--- config.mk ---
export PLATFORM = sky130hd
export DESIGN_NAME = rgb_row_bank_mapper
export DESIGN_NICKNAME = d
export VERILOG_FILES = /design/src/rtl/rbm_pkg.sv /design/src/rtl/line_phase_seq.sv /design/src/rtl/bank_rotator.sv /design/src/rtl/gain_lut.sv /design/src/rtl/rgb_row_bank_mapper.sv
export SDC_FILE = /design/constraint.sdc
export NUM_CORES = 1
export LEC_CHECK = 0
export ABC_AREA = 0
export CORE_MARGIN = 2
export CORE_UTILIZATION = 35
export DETAILED_ROUTE_END_ITERATION = 8
export DONT_BUFFER_PORTS = 1
export PLACE_DENSITY = 0.6
export SLEW_MARGIN = 30
export SYNTH_ARGS = -nofsm -noshare
export SYNTH_HDL_FRONTEND = slang
export SYNTH_HIERARCHICAL = 1
export SYNTH_SLANG_ARGS = --single-unit
--- constraint.sdc ---
create_clock -name clk -period 6.7 [get_ports clk]
set_input_delay 1.34 -clock clk [delete_from_list [all_inputs] [get_ports clk]]
set_output_delay 1.34 -clock clk [all_outputs]
set_load 0.02 [all_outputs]
--- src/rtl/rbm_pkg.sv ---
package rbm_pkg;
  localparam int NPOS   = 3;
  localparam int GAIN_W = 3;
  localparam int FACT_W = 5;
  localparam int BANK_W = 2;
  localparam int PH_W   = 2;

  typedef enum logic [1:0] {
    PAT_MOSAIC = 2'b00,
    PAT_ILV    = 2'b01,
    PAT_DIAG   = 2'b10,
    PAT_STRIPE = 2'b11
  } pat_e;

  // rotation: 0 = ABC, 1 = BCA, 2 = CAB
  function automatic logic [1:0] rot_of(pat_e p, logic [PH_W-1:0] ph);
    logic [1:0] r;
    case (p)
      PAT_STRIPE: r = 2'd0;
      PAT_ILV:    r = 2'd1;
      PAT_MOSAIC: r = ph[0] ? 2'd1 : 2'd0;
      default:    r = (ph == 2'd1) ? 2'd2 : ((ph == 2'd2) ? 2'd1 : 2'd0);
    endcase
    return r;
  endfunction

  function automatic logic [BANK_W-1:0] bank_of(int pos, logic [1:0] rot);
    int s;
    s = pos + int'(rot);
    if (s >= NPOS) s = s - NPOS;
    return BANK_W'(s);
  endfunction

  function automatic logic [PH_W-1:0] next_phase(pat_e p, logic [PH_W-1:0] ph);
    logic [PH_W-1:0] n;
    if (p == PAT_DIAG) n = (ph >= 2'd2) ? 2'd0 : ph + 2'd1;
    else               n = {1'b0, ~ph[0]};
    return n;
  endfunction

  function automatic logic [FACT_W-1:0] gain_factor(logic [GAIN_W-1:0] g);
    logic [FACT_W-1:0] f;
    case (g)
      3'd0: f = 5'd10;
      3'd1: f = 5'd12;
      3'd2: f = 5'd14;
      3'd3: f = 5'd16;
      3'd4: f = 5'd19;
      3'd5: f = 5'd22;
      3'd6: f = 5'd26;
      default: f = 5'd31;
    endcase
    return f;
  endfunction
endpackage

--- src/rtl/line_phase_seq.sv ---
module line_phase_seq
  import rbm_pkg::*;
(
  input  logic            clk,
  input  logic            rst_n,
  input  logic            line_latch,
  input  logic            standby,
  input  logic [1:0]      pattern_sel,
  output pat_e            act_pat,
  output logic [PH_W-1:0] phase,
  output logic            le_rise
);
  logic le_q;

  assign le_rise = line_latch & ~le_q;

  always_ff @(posedge clk or negedge rst_n) begin
    if (!rst_n) begin
      le_q    <= 1'b0;
      phase   <= '0;
      act_pat <= PAT_STRIPE;
    end else begin
      le_q <= line_latch;
      if (standby) begin
        phase <= '0;
      end else if (le_rise) begin
        act_pat <= pat_e'(pattern_sel);
        phase   <= next_phase(pat_e'(pattern_sel), phase);
      end
    end
  end

  // phase never leaves 0..2
  a_r6_phase_range: assert property (@(posedge clk) disable iff (!rst_n)
    phase <= 2'd2);

  // without a latch rise neither phase nor pattern moves
  a_r5_pattern_hold: assert property (@(posedge clk) disable iff (!rst_n)
    (!le_rise && !standby) |=> ($stable(act_pat) && $stable(phase)));

  // standby returns to line phase 0
  a_r7_standby_line1: assert property (@(posedge clk) disable iff (!rst_n)
    standby |=> (phase == 2'd0));
endmodule

--- src/rtl/bank_rotator.sv ---
module bank_rotator
  import rbm_pkg::*;
(
  input  logic                          clk,
  input  logic                          rst_n,
  input  pat_e                          act_pat,
  input  logic [PH_W-1:0]               phase,
  output logic [NPOS-1:0][BANK_W-1:0]   bank
);
  logic [1:0]      rot;
  logic [NPOS-1:0] used;

  assign rot = rot_of(act_pat, phase);

  for (genvar i = 0; i < NPOS; i++) begin : g_pos
    assign bank[i] = bank_of(i, rot);
  end

  always_comb begin
    used = '0;
    for (int i = 0; i < NPOS; i++) used[bank[i]] = 1'b1;
  end

  // stripe always presents A/B/C
  a_r1_stripe: assert property (@(posedge clk) disable iff (!rst_n)
    (act_pat == PAT_STRIPE) |-> (bank[0] == 2'd0 && bank[1] == 2'd1 && bank[2] == 2'd2));

  // interleaved mosaic always presents B/C/A
  a_r3_ilv: assert property (@(posedge clk) disable iff (!rst_n)
    (act_pat == PAT_ILV) |-> (bank[0] == 2'd1 && bank[1] == 2'd2 && bank[2] == 2'd0));

  // every arrangement uses each bank once
  a_r2_each_bank_once: assert property (@(posedge clk) disable iff (!rst_n)
    $countones(used) == NPOS);
endmodule

--- src/rtl/gain_lut.sv ---
module gain_lut
  import rbm_pkg::*;
(
  input  logic [NPOS-1:0][GAIN_W-1:0] gains,
  input  logic [NPOS-1:0][BANK_W-1:0] bank,
  output logic [NPOS-1:0][FACT_W-1:0] factor
);
  for (genvar i = 0; i < NPOS; i++) begin : g_pos
    logic [GAIN_W-1:0] sel;
    always_comb begin
      sel = '0;
      for (int b = 0; b < NPOS; b++)
        if (bank[i] == BANK_W'(b)) sel = gains[b];
    end
    assign factor[i] = gain_factor(sel);
  end
endmodule

--- src/rtl/rgb_row_bank_mapper.sv ---
module rgb_row_bank_mapper
  import rbm_pkg::*;
(
  input  logic        clk,
  input  logic        rst_n,
  input  logic        line_latch,
  input  logic        standby,
  input  logic [1:0]  pattern_sel,
  input  logic [2:0]  gain_a,
  input  logic [2:0]  gain_b,
  input  logic [2:0]  gain_c,
  output logic [1:0]  pos1_bank,
  output logic [1:0]  pos2_bank,
  output logic [1:0]  pos3_bank,
  output logic [4:0]  pos1_factor,
  output logic [4:0]  pos2_factor,
  output logic [4:0]  pos3_factor
);
  pat_e                        act_pat;
  logic [PH_W-1:0]             phase;
  logic                        le_rise;
  logic [NPOS-1:0][BANK_W-1:0] bank;
  logic [NPOS-1:0][GAIN_W-1:0] gains;
  logic [NPOS-1:0][FACT_W-1:0] factor;

  assign gains = {gain_c, gain_b, gain_a};

  line_phase_seq u_seq (
    .clk(clk), .rst_n(rst_n), .line_latch(line_latch), .standby(standby),
    .pattern_sel(pattern_sel), .act_pat(act_pat), .phase(phase), .le_rise(le_rise)
  );

  bank_rotator u_rot (
    .clk(clk), .rst_n(rst_n), .act_pat(act_pat), .phase(phase), .bank(bank)
  );

  gain_lut u_lut (
    .gains(gains), .bank(bank), .factor(factor)
  );

  assign pos1_bank   = bank[0];
  assign pos2_bank   = bank[1];
  assign pos3_bank   = bank[2];
  assign pos1_factor = factor[0];
  assign pos2_factor = factor[1];
  assign pos3_factor = factor[2];

  // factors stay within the table's span
  a_r8_factor_band: assert property (@(posedge clk) disable iff (!rst_n)
    (pos1_factor >= 5'd10) && (pos2_factor >= 5'd10) && (pos3_factor >= 5'd10));
endmodule

Yosys cells after proc, flatten, opt, wreduce, memory -nomap -nowiden
Index checks and enable logic that the tools add are counted.

Add/sub/neg operators: 6. Order comparisons: 4. Equality and inequality tests: 29. Mux-type cells: 23. Bitwise gates (word level): 4. Reduce and logical (&&, ||, !) cells: 9.

Operators with widths (count): case mux 5 bit (7 select lines) (3); equality test 3 bit, second input constant (9); two-way mux 3 bit (9); equality test 3 x 2 -> 1 bit, second input constant (6); two-way mux 2 bit (8); equality test 2 bit, second input constant (6); equality test 2 x 1 -> 1 bit, second input constant (5); equality test 3 x 1 -> 1 bit, second input constant (3); logical NOT 3 bit (3); logical NOT 2 bit (4); greater-or-equal comparator 3 x 2 -> 1 bit, second input constant (2); case mux 2 bit (3 select lines) (1); greater-or-equal comparator 2 bit, second input constant (2); subtractor 2 x 1 -> 2 bit, second input constant (2); adder 1 x 2 -> 3 bit, first input constant (1); adder 2 x 2 -> 3 bit, first input constant (1); inverter 1 bit (3); adder 2 x 1 -> 2 bit, second input constant (1); two-way mux 1 bit (2); AND reduction 2 bit (1); nonzero test 2 bit (1); subtractor 2 bit, second input constant (1); bitwise AND 1 bit (1).

Bits in registers: 5. Input port bits: 15. Output and inout bits: 21. Word-level logic and storage cells: 78.

Depth between registers and ports, before layout
Gate-level depths: netlist (run 1).

Word-level depth: 13. Depth in mapped cells: 8. Gate-level depth less buffers: 7.

Modules after synthesis
Netlist (run 1), hierarchy kept.

Modules (own cells, without submodules): gain_lut (instances 1, cells each 45, area each 415.4 sq um, sequential area each 0.0 sq um); line_phase_seq (instances 1, cells each 17, area each 234.0 sq um, sequential area each 127.6 sq um); bank_rotator (instances 1, cells each 9, area each 82.6 sq um, sequential area each 0.0 sq um).

Worst setup path before layout (run 1)
Ideal clock, no wire load.

Kind: register to output. Start point: register u_seq.phase[0]. End point: output pos2_factor[0]. Data arrival time: 2515 ps. Path slack: 2845 ps. Cell stages (with the launch flop): 8. Path buffers: 1. Path through: dfrtp_1 -> nor2_2 -> mux2i_1 -> buf_4 -> and2b_4 -> o2bb2ai_2 -> or2_1 -> a21oi_1.

Longest elaborated chain between the ends: 13. Elaborated cells between the ends (all ways): 24. Classes of those cells: 2 x add/sub; 1 x order compare; 10 x eq/ne; 9 x mux; 2 x reduce/logical.

RTL lines: start, declared (RTL line line_phase_seq.sv:10) `output logic [PH_W-1:0] phase,`; start signal, assigned (RTL line line_phase_seq.sv:28) `phase <= next_phase(pat_e'(pattern_sel), phase);`; equality test 2 bit (RTL line rbm_pkg.sv:22) `default: r = (ph == 2'd1) ? 2'd2 : ((ph == 2'd2) ? 2'd1 : 2'd0);`; two-way mux 1 bit (RTL line rbm_pkg.sv:22); two-way mux 2 bit (RTL line rbm_pkg.sv:22); case mux 2 bit (3 select lines) (*) (RTL line rbm_pkg.sv:18) `case (p)`; adder 1 x 2 -> 3 bit (*) (RTL line rbm_pkg.sv:29) `s = pos + int'(rot);`; greater-or-equal comparator 3 x 2 -> 1 bit / subtractor 2 x 1 -> 2 bit (equally long branches) (RTL line rbm_pkg.sv:30) `if (s >= NPOS) s = s - NPOS;`; two-way mux 2 bit (*) (RTL line rbm_pkg.sv:30); named net pos2_bank[1] (RTL line rgb_row_bank_mapper.sv:13) `output logic [1:0] pos2_bank,`; logical NOT 2 bit (RTL line gain_lut.sv:13) `if (bank[i] == BANK_W'(b)) sel = gains[b];`; two-way mux 3 bit (2 in a row) (RTL line gain_lut.sv:13); two-way mux 3 bit (*) (RTL line gain_lut.sv:13); equality test 3 bit (tied with other cells) (RTL line rbm_pkg.sv:43) `case (g)`; case mux 5 bit (7 select lines) (*) (RTL line rbm_pkg.sv:43); end, declared (RTL line rgb_row_bank_mapper.sv:16) `output logic [4:0] pos2_factor,`.

Mark *: on every way through the listed nets, which the timed path passes. The rest lies on a longest branch.

Worst setup path in the final report (run 1)
Start point: register u_seq.phase[0]. End point: output pos3_factor[2].

Longest elaborated chain between the ends: 13. Elaborated cells between the ends (all ways): 24. Classes of those cells: 2 x add/sub; 1 x order compare; 10 x eq/ne; 9 x mux; 2 x reduce/logical.

RTL lines: equality test 2 bit (RTL line rbm_pkg.sv:22); two-way mux 1 bit (RTL line rbm_pkg.sv:22); two-way mux 2 bit (RTL line rbm_pkg.sv:22); case mux 2 bit (3 select lines) (*) (RTL line rbm_pkg.sv:18); adder 2 x 2 -> 3 bit (*) (RTL line rbm_pkg.sv:29); greater-or-equal comparator 3 x 2 -> 1 bit / subtractor 2 x 1 -> 2 bit (equally long branches) (RTL line rbm_pkg.sv:30); two-way mux 2 bit (*) (RTL line rbm_pkg.sv:30); logical NOT 2 bit (RTL line gain_lut.sv:13); two-way mux 3 bit (2 in a row) (RTL line gain_lut.sv:13); two-way mux 3 bit (*) (RTL line gain_lut.sv:13); equality test 3 bit (tied with other cells) (RTL line rbm_pkg.sv:43); case mux 5 bit (7 select lines) (*) (RTL line rbm_pkg.sv:43); end, declared (RTL line rgb_row_bank_mapper.sv:17) `output logic [4:0] pos3_factor`.

Mark *: on every way between the ends. The rest lies on a longest branch, timed or not.

==> metrics.yaml, run 1 <==
sta:
  setup_viol: 0
  tns_ns: 0
  whs_ns: 0.597
  drv_slew: 0
  layout_min_cycle_time_ns: 4.30
  hold_violations: 0
  max_freq_mhz: 233
  post-route-period-util: 0.641
  relSlewSlack: 0.468
  rsz0062_at_grt: "false"
  clock_skew_ns: 0.00299
  tightestPinTransition_ns: 0.799
  setup_ws_ns: 2.40
logic_synthesis:
  yosys_register_bits: 5
  synth_nets: 87
  syn_avg_cell_area_um2: 10.3
  yosysSeqAreaShare: 0.174
  ys_types: 29
  syn-instance-count: 71
  ys_warn_count: 6
  synth_edf_count: 0
  async_flop_share: 1.00
  ys.flop_type: "dfrtp_1"
  syn-cell-area_um2: 732
worst_setup_path:
  cp_data_arrival_time_ns: 2.96
  cp.required_ns: 5.36
  cp_top_family: "adder cells"
  cp-end-kind: "primary output"
  cp_cell_sequence: "nor2_2 -> mux2_4 -> ha_1 -> and2b_4 -> o2bb2ai_2 -> nand2_1 -> xnor2_1"
  worst-path-stages: 7
  crit_path_max_incr_delay_ns: 0.77
  critPathLaunchType: "flip-flop"
  worstSetupPathType: "flip-flop to primary output"
  r2r_cells: 2
  critical_path.slowest_cell: "ha_1"
  cp_max_fo: 10
  path_buf_inv: 0
route:
  finalWirelength_um: 1430
  antenna_left: 0
  route.vias.total: 536
  drcViolationCount: 0
  viasPerCell: 5.41
  drt-wirelength-per-cell_um: 14.4
  first_iter_violations: 2
  drtPass1Iterations: 4
grt:
  antenna_found_initial: 0
  grt_max_degree: 11
  track_usage: 0.124
  overflow: 0
  grt_pass1_wl_um: 2400
  grt_pass1_vias: 570
die:
  fp.dieArea_um2: 2470
  ios: 36
  core_area_um2: 1960
  initial_core_util: 0.373
  rows: 16
  fp.dieH_um: 49.7
  dieWidth_um: 49.7
placement:
  dp_slack_ns: 2.63
  detailed_place.area_um2: 756
  dp_cells: 95
  place_congestion: 0.749
  hpwl_um: 1190
  port_buffers: 0
clock_network:
  clk_pin_slew_worst_paths_ns: 0.04
  clock_sinks: 5
  ctsRootBufferMaster: "clkbuf_4"
  cts_resized: 0
  clk_path_buf_depth: 2
  cts_hold_buffers: 0
  cts.htree.levels: 1
  clk_latency_ns: 0.24
  cts_buffers: 3
  cts_tree: "built"
  postCtsSetupBuffers: 0
pwr:
  ir_worst_vdd_v: 0.000137
  p_leak_uw: 0.000283
  p_int_uw: 116
  power_switching_uw: 118
  p_clk_frac: 0.145
  powerDensity_nw_per_um2: 300
  p_comb_frac: 0.689
  seq_power_share: 0.166
  switching_share: 0.504
finish:
  instances_no_fill: 99
  area_growth_syn_to_layout_pct: 6.84
  final_nets: 89
  layout-drive-gt1-share: 0.403
  final_area_um2: 782
  antenna_cells: 0
job:
  maxCapViolCount: 0
worst_hold_path:
  whs_path_depth: 2
  hp-class: "flip-flop to flip-flop"
run_status:
  status: "complete, no violations"
## final cells by class
| cell class | count | area, um2 |
|---|---|---|
| fill | 218 | 1180 |
| multi-input combinational | 62 | 591 |
| tap | 27 | 33.8 |
| clock buffer | 4 | 26.3 |
| inverter | 1 | 3.75 |
| sequential | 5 | 128 |
## flip-flops by register name, summed over array words and instances (netlist names)
signal / cells
u_seq/act_pat: 2
u_seq/le_q: 1
u_seq/phase: 2
## cell families after synthesis
kind of cell / Yosys count / share of synthesized area
DFF: 5 / 0.174
xor gates and xnor gates: 3 / 0.0359
buffers and inverters: 4 / 0.0359
muxes: 16 / 0.239
AOI/OAI and AO/OA: 14 / 0.255
and+or+nand+nor: 28 / 0.243
adders and majority gates: 1 / 0.0171
## stage by stage
step,power [uW],util
after detailed placement,202,0.385
after global placement,197,0.381
after CTS,238,0.399
after global routing,251,0.399
final,235,0.399
after floorplan,189,-
## power groups by stage
stage | Combinational [uW] | Clock (uW) | Sequential, uW
after floorplan | 151 | 0 | 37.9
after global placement | 158 | 0 | 38.9
after detailed placement | 162 | 0 | 39.5
after CTS | 163 | 36.3 | 39.1
after global routing | 173 | 37.8 | 39.8
final | 162 | 33.9 | 39.1
## worst paths after layout
kind	start	endpoint	slack, ns
min in group asynchronous	rst_n	u_seq/phase[0]	0.80
setup / recovery	u_seq/phase[0]	pos3_factor[2]	2.40
hold / removal	u_seq/le_q	u_seq/phase[0]	0.60
setup reg to reg	u_seq/le_q	u_seq/act_pat[1]	5.51
hold reg to reg	u_seq/le_q	u_seq/phase[0]	0.60
max in group asynchronous	rst_n	u_seq/act_pat[1]	5.74
## worst min-delay path: cells and delay by family, from the launching register on
family / cells / cell delay (ns)
AOI/OAI and AO/OA: 1 / 0.06
and+or+nand+nor: 1 / 0.14
DFF: 1 / 0.36
## routing by layer
layer / part of all wire / vias to the layer above / track usage
met5: 0 / - / 0
met2: 0.48 / 23 / 0.202
met4: 0 / 0 / 0.0556
li1: - / 265 / -
met3: 0.10 / 0 / 0.0515
met1: 0.42 / 248 / 0.141
## synthesized netlist by cell type (2+ instances only)
cell       number  area (um2)
nand2_1        12        45.0
mux2i_1        10         100
o2bb2ai_2       6        90.1
mux2_2          4        45.0
and2b_4         3        30.0
buf_4           3        22.5
dfrtp_1         3        75.1
or2_1           3        18.8
xnor2_1         3        26.3
a21oi_1         2        10.0
a2bb2oi_2       2        30.0
dfstp_2         2        52.6
mux2_4          2        30.0
## placed cells by master, fill, tap and decap left out
cell and count:
clkbuf_1 1, or2_1 3, mux2i_4 1, nor3b_1 1, a2bb2oi_2 2, nor2_2 1, and4bb_1 1, a21oi_1 2
clkbuf_4 3, nand2b_1 1, nor2b_1 1, mux2_2 4, mux2i_1 9, dfrtp_1 3, o22ai_2 1, o32ai_1 1
nand2_1 12, o2bb2ai_2 6, or3b_2 1, a21oi_2 1, and2b_4 3, xnor2_1 3, nand2_2 1, and3b_1 1
dfstp_2 2, mux2_4 2, or4b_1 1, inv_1 1, ha_1 1, a2bb2oi_4 1, nand4bb_1 1
Power figures use the tool's default switching activity.
==> run 2, diff against run 1 <==
==> constraint.sdc (replaced) <==
create_clock -name clk -period 4 [get_ports clk]
set_input_delay 0.8 -clock clk [delete_from_list [all_inputs] [get_ports clk]]
set_output_delay 0.8 -clock clk [all_outputs]
set_load 0.02 [all_outputs]
==> run 2 against run 1 <==
  * Clock skew down 0.00057 ns
  * Global-route usage fell by 0.22 points
  * Setup slack lost 2.0 ns
  * Wire length decreased by 1.7%
  * Final area grew 0.80%
  * Via count increased by 3.5%
  * Core utilization up 0.32 points
  * Highest routed layer unchanged
  * Combinational power rose by 69%
  * Register-to-register slack worse by 2.7 ns
  * Largest cell class unchanged
==> metrics.yaml, run 2 (synthesized netlist as in run 1, its figures left out) <==
clock_network:
  postCtsSetupBuffers: 0
  cts_hold_buffers: 0
  clk_path_buf_depth: 2
  cts_buffers: 3
  clock_sinks: 5
  cts.htree.levels: 1
  cts_resized: 0
  clk_pin_slew_worst_paths_ns: 0.04
  cts_tree: "built"
  ctsRootBufferMaster: "clkbuf_4"
  clk_latency_ns: 0.24
sta:
  layout_min_cycle_time_ns: 3.60
  tightestPinTransition_ns: 0.807
  drv_slew: 0
  post-route-period-util: 0.900
  setup_ws_ns: 0.400
  tns_ns: 0
  whs_ns: 0.261
  setup_viol: 0
  rsz0062_at_grt: "false"
  clock_skew_ns: 0.00242
  max_freq_mhz: 278
  hold_violations: 0
  relSlewSlack: 0.462
route:
  dr.max_layer_used: "met3"
  wl_met1_um: 580
  antenna_left: 0
  drt-wirelength-per-cell_um: 13.9
  wl_met2_um: 682
  wl_met3_um: 142
  drtPass1Iterations: 3
  finalWirelength_um: 1410
  viasPerCell: 5.50
  first_iter_violations: 4
  route.vias.total: 555
  drcViolationCount: 0
die:
  fp.dieH_um: 49.7
  initial_core_util: 0.373
  ios: 36
  dieWidth_um: 49.7
  core_area_um2: 1960
  fp.dieArea_um2: 2470
  rows: 16
worst_setup_path:
  crit_path_max_incr_delay_ns: 0.68
  cp.required_ns: 3.20
  path_buf_inv: 0
  cp_data_arrival_time_ns: 2.80
  worstSetupPathType: "flip-flop to primary output"
  r2r_cells: 2
  cp_cell_sequence: "nor2_2 -> mux2_4 -> ha_1 -> mux2i_1 -> a2bb2oi_4 -> nand2_1 -> xnor2_1"
  critPathLaunchType: "flip-flop"
  cp_top_family: "adder cells"
  critical_path.slowest_cell: "ha_1"
  r2r_setup_slack_ns: 2.83
  timing.rr.end: "u_seq/act_pat[1]"
  worst-path-stages: 7
  cp_max_fo: 10
  crit_start: "u_seq/phase[0]"
  cp-end-kind: "primary output"
  worst_r2r_startpoint: "u_seq/le_q"
  crit_path_end: "pos3_factor[2]"
placement:
  place_congestion: 0.738
  dp_slack_ns: 0.635
  hpwl_um: 1190
  port_buffers: 0
  detailed_place.area_um2: 762
finish:
  final_nets: 91
  top_regs: "u_seq/act_pat: 2 flops, u_seq/phase: 2 flops, u_seq/le_q: 1 flops"
  final_cell_mix: "nand2_1 (12), mux2i_1 (9), o2bb2ai_2 (6)"
  fill_cells: 213
  seq_area_um2: 128
  final_util: 0.402
  final_common_cell: "nand2_1"
  antenna_cells: 0
  multi_input_area_um2: 582
  area_growth_syn_to_layout_pct: 7.69
  final_area_um2: 788
  layout-drive-gt1-share: 0.419
job:
  maxCapViolCount: 0
pwr:
  p_leak_uw: 0.000291
  powerDensity_nw_per_um2: 500
  ir_worst_vdd_v: 0.000193
grt:
  overflow: 0
  grt_max_degree: 11
  antenna_found_initial: 0
  track_usage: 0.122
  grt_pass1_vias: 573
  grt_pass1_wl_um: 2350
run_status:
  status: "complete, no violations"
worst_hold_path:
  hp-class: "input port to async pin"
## run 2: cell types whose count changed in the layout (fill, tap and decap cells not counted)
cell	previous run	this run
mux2i_2	0	1
buf_4	0	2
mux2i_4	1	0
## run 2: worst reg2reg max path, delay by kind of cell (launching register included)
kind | cells | cell delay [ns]
DFF | 1 | 0.40
muxes | 1 | 0.38
and+or+nand+nor | 1 | 0.32
## run 2: final cells by class
class / instances / share of cell area
inverters: 1 / 0.00476
well taps: 27 / 0.0429
clock buffers: 4 / 0.0333
repair buffers: 2 / 0.0190
flip-flops and latches: 5 / 0.162
multi-input cells: 62 / 0.738
## run 2: metrics by stage
| stage | total power, uW | instances |
|---|---|---|
| floorplan | 317 | 71 |
| global placement | 337 | 97 |
| detailed placement | 341 | 97 |
| CTS | 401 | 101 |
| global route | 418 | 101 |
| finish | 394 | 101 |
## run 2: power breakdown
part	switching, uW	total (uW)	internal (uW)
logic	172	274	102
clock network	18.2	55.8	37.6
registers	5.43	64.4	59.0
total	196	394	198
## run 2: how the worst min path moves through the flow
| stage | slack [ns] | start | to |
|---|---|---|---|
| floorplan | 0.50 | rst_n | u_seq/le_q |
| global placement | 0.50 | rst_n | u_seq/phase[1] |
| detailed placement | 0.50 | rst_n | u_seq/phase[1] |
| CTS | 0.25 | rst_n | u_seq/phase[1] |
| global route | 0.25 | rst_n | u_seq/phase[1] |
| finish | 0.26 | rst_n | u_seq/phase[1] |
## run 2: routing by layer
metal  global-route usage  vias up
li1                     -      268
met1                0.131      264
met2                0.200       23
met3               0.0485        0
met4               0.0741        0
met5                    0        -
==> run 3, diff against run 2 <==
--- a/config.mk
+++ b/config.mk
@@ -6,6 +6,7 @@
 export NUM_CORES = 1
 export LEC_CHECK = 0
 export ABC_AREA = 0
+export CORE_ASPECT_RATIO = 1.5
 export CORE_MARGIN = 2
 export CORE_UTILIZATION = 35
 export DETAILED_ROUTE_END_ITERATION = 8
@@ -14,5 +15,4 @@
 export SLEW_MARGIN = 30
 export SYNTH_ARGS = -nofsm -noshare
 export SYNTH_HDL_FRONTEND = slang
-export SYNTH_HIERARCHICAL = 1
 export SYNTH_SLANG_ARGS = --single-unit
==> run 3 against run 2 <==
  * Clock skew shrank 0.0023 ns
  * Global-route usage shrank 0.059 points
  * Clock-buffer cell count is the same
  * Total power grew 12%
  * Critical path depth grew 2
  * Sequential power shrank 2%
  * Wire length grew 16%
  * Cell count grew 15%
  * First-iteration DRC count shrank 50%
  * Highest routed layer is now met4
==> metrics.yaml, run 3 <==
run_status:
  status: "complete, no violations"
worst_setup_path:
  path_buf_inv: 1
  crit_start: "u_seq.act_pat[0]"
  critPathLaunchType: "flip-flop"
  cp_cell_sequence: "nor2_1 -> nand3_1 -> o21a_1 -> inv_1 -> ha_1 -> nand3b_4 -> a21oi_4 -> or2_1 -> a21oi_1"
  cp_top_family: "adder cells"
  cp-end-kind: "primary output"
  crit_path_max_incr_delay_ns: 0.75
  cp_data_arrival_time_ns: 2.85
  cp.required_ns: 3.20
  worstSetupPathType: "flip-flop to primary output"
  critical_path.slowest_cell: "ha_1"
  cp_max_fo: 14
  worst_r2r_startpoint: "u_seq.le_q"
die:
  dieWidth_um: 43.8
  core_area_um2: 2230
  initial_core_util: 0.372
  fp.dieArea_um2: 2790
  fp.dieH_um: 63.7
  ios: 36
  rows: 21
logic_synthesis:
  synthMuxAreaShare: 0.0723
  ys_types: 26
  yosys_register_bits: 5
  syn_avg_cell_area_um2: 8.93
  synth_top_cell_area_share: 0.0964
  synth_top_family_by_area: "simple AND/OR/NAND/NOR gates"
  ys.flop_type: "dfrtp_1"
  yosysSeqAreaShare: 0.154
  synthTopCellsByArea: "nand3b_4 (9.6%), dfrtp_1 (9.0%), a21oi_1 (6.6%)"
  synthTopCellsByCount: "a21oi_1 (11), nand2_1 (10), nor2b_1 (7)"
  syn-instance-count: 93
  synth_compound_area_frac: 0.261
  synth_xor_area_frac: 0.0316
  async_flop_share: 1.00
  syn-cell-area_um2: 831
  yosysMostFrequentCell: "a21oi_1"
  synthAdderAreaFrac: 0.0602
  synth-simple-area-share: 0.336
  synth_edf_count: 0
  synth_nets: 112
  ys_warn_count: 0
  yosysTopAreaCell: "nand3b_4"
pwr:
  p_leak_uw: 0.000371
  power_uw: 441
  powerDensity_nw_per_um2: 523
  ir_worst_vdd_v: 0.000258
clock_network:
  clk_pin_slew_worst_paths_ns: 0.04
  clk_latency_ns: 0.23
  cts_tree: "built"
  cts_resized: 0
  clock_sinks: 5
  cts_buffers: 3
  clk_path_buf_depth: 2
  ctsRootBufferMaster: "clkbuf_4"
  postCtsSetupBuffers: 0
  cts.htree.levels: 1
  cts_hold_buffers: 0
worst_hold_path:
  hp-class: "input port to async pin"
grt:
  overflow: 0
  track_usage: 0.122
  grt_max_degree: 15
  grt_pass1_vias: 645
  antenna_found_initial: 0
  grt_pass1_wl_um: 2670
sta:
  hold_violations: 0
  rsz0062_at_grt: "false"
  tns_ns: 0
  layout_min_cycle_time_ns: 3.65
  drv_slew: 0
  relSlewSlack: 0.522
  tightestPinTransition_ns: 0.716
  max_freq_mhz: 274
  setup_viol: 0
  clock_skew_ns: 0.000162
  post-route-period-util: 0.914
  setup_ws_ns: 0.346
route:
  first_iter_violations: 2
  finalWirelength_um: 1630
  drtPass1Iterations: 4
  drt-wirelength-per-cell_um: 14.1
  antenna_left: 0
  route.vias.total: 651
  viasPerCell: 5.61
  drcViolationCount: 0
finish:
  final_area_um2: 845
  layout-drive-gt1-share: 0.333
  final_common_cell: "a21oi_1"
  area_growth_syn_to_layout_pct: 1.66
  final_cell_mix: "a21oi_1 (11), nand2_1 (10), nor2b_1 (7)"
  top_regs: "u_seq.act_pat: 2 flops, u_seq.phase: 2 flops, u_seq.le_q: 1 flops"
  antenna_cells: 0
  fill_cells: 235
  final_nets: 113
placement:
  port_buffers: 0
  place_congestion: 0.819
  dp_slack_ns: 0.580
  detailed_place.area_um2: 818
  hpwl_um: 1420
job:
  maxCapViolCount: 0
## run 3: logic make-up (layout without fill, tap and decap cells)
group | count (synthesis) | count (layout)
buffers and inverters | 10 | 10
AOI/OAI and AO/OA | 26 | 26
DFF | 5 | 5
adders and majority gates | 4 | 4
xor gates and xnor gates | 3 | 3
and+or+nand+nor | 40 | 40
muxes | 5 | 5
## run 3: power breakdown
| group | internal (uW) | switching [uW] |
|---|---|---|
| clock network | 37.6 | 18.2 |
| logic | 112 | 210 |
| registers | 58.8 | 4.51 |
## run 3: path summary, 6_finish.rpt
kind	slack, ns	depth (start not counted)	end
hold / removal	0.26	0	u_seq.phase[0]
min in group clk	0.59	2	u_seq.phase[1]
hold reg to reg	0.59	2	u_seq.phase[1]
setup / recovery	0.35	9	pos2_factor[0]
setup reg to reg	2.85	3	u_seq.act_pat[1]
max in group asynchronous	3.57	0	u_seq.act_pat[1]
## run 3: final cells by class
cell class / instances / area (um2) / area share
clock buffers: 4 / 26.3 / 0.0311
multi-input cells: 78 / 632 / 0.748
inverters: 4 / 15.0 / 0.0178
well taps: 23 / 28.8 / 0.0341
repair buffers: 2 / 15.0 / 0.0178
flip-flops and latches: 5 / 128 / 0.151
## run 3: routing by layer
metal,track usage,part of all wire
met5,0,0
met1,0.106,0.33
met4,0.0606,0.017
met3,0.0315,0.11
met2,0.235,0.54
## run 3: through the flow
stage / hold slack, ns / std cells / utilization
finish: 0.259 / 116 / 0.378
CTS: 0.250 / 116 / 0.378
global route: 0.238 / 116 / 0.378
detailed placement: 0.505 / 112 / 0.366
global placement: 0.505 / 112 / 0.366
floorplan: 0.504 / 93 / -
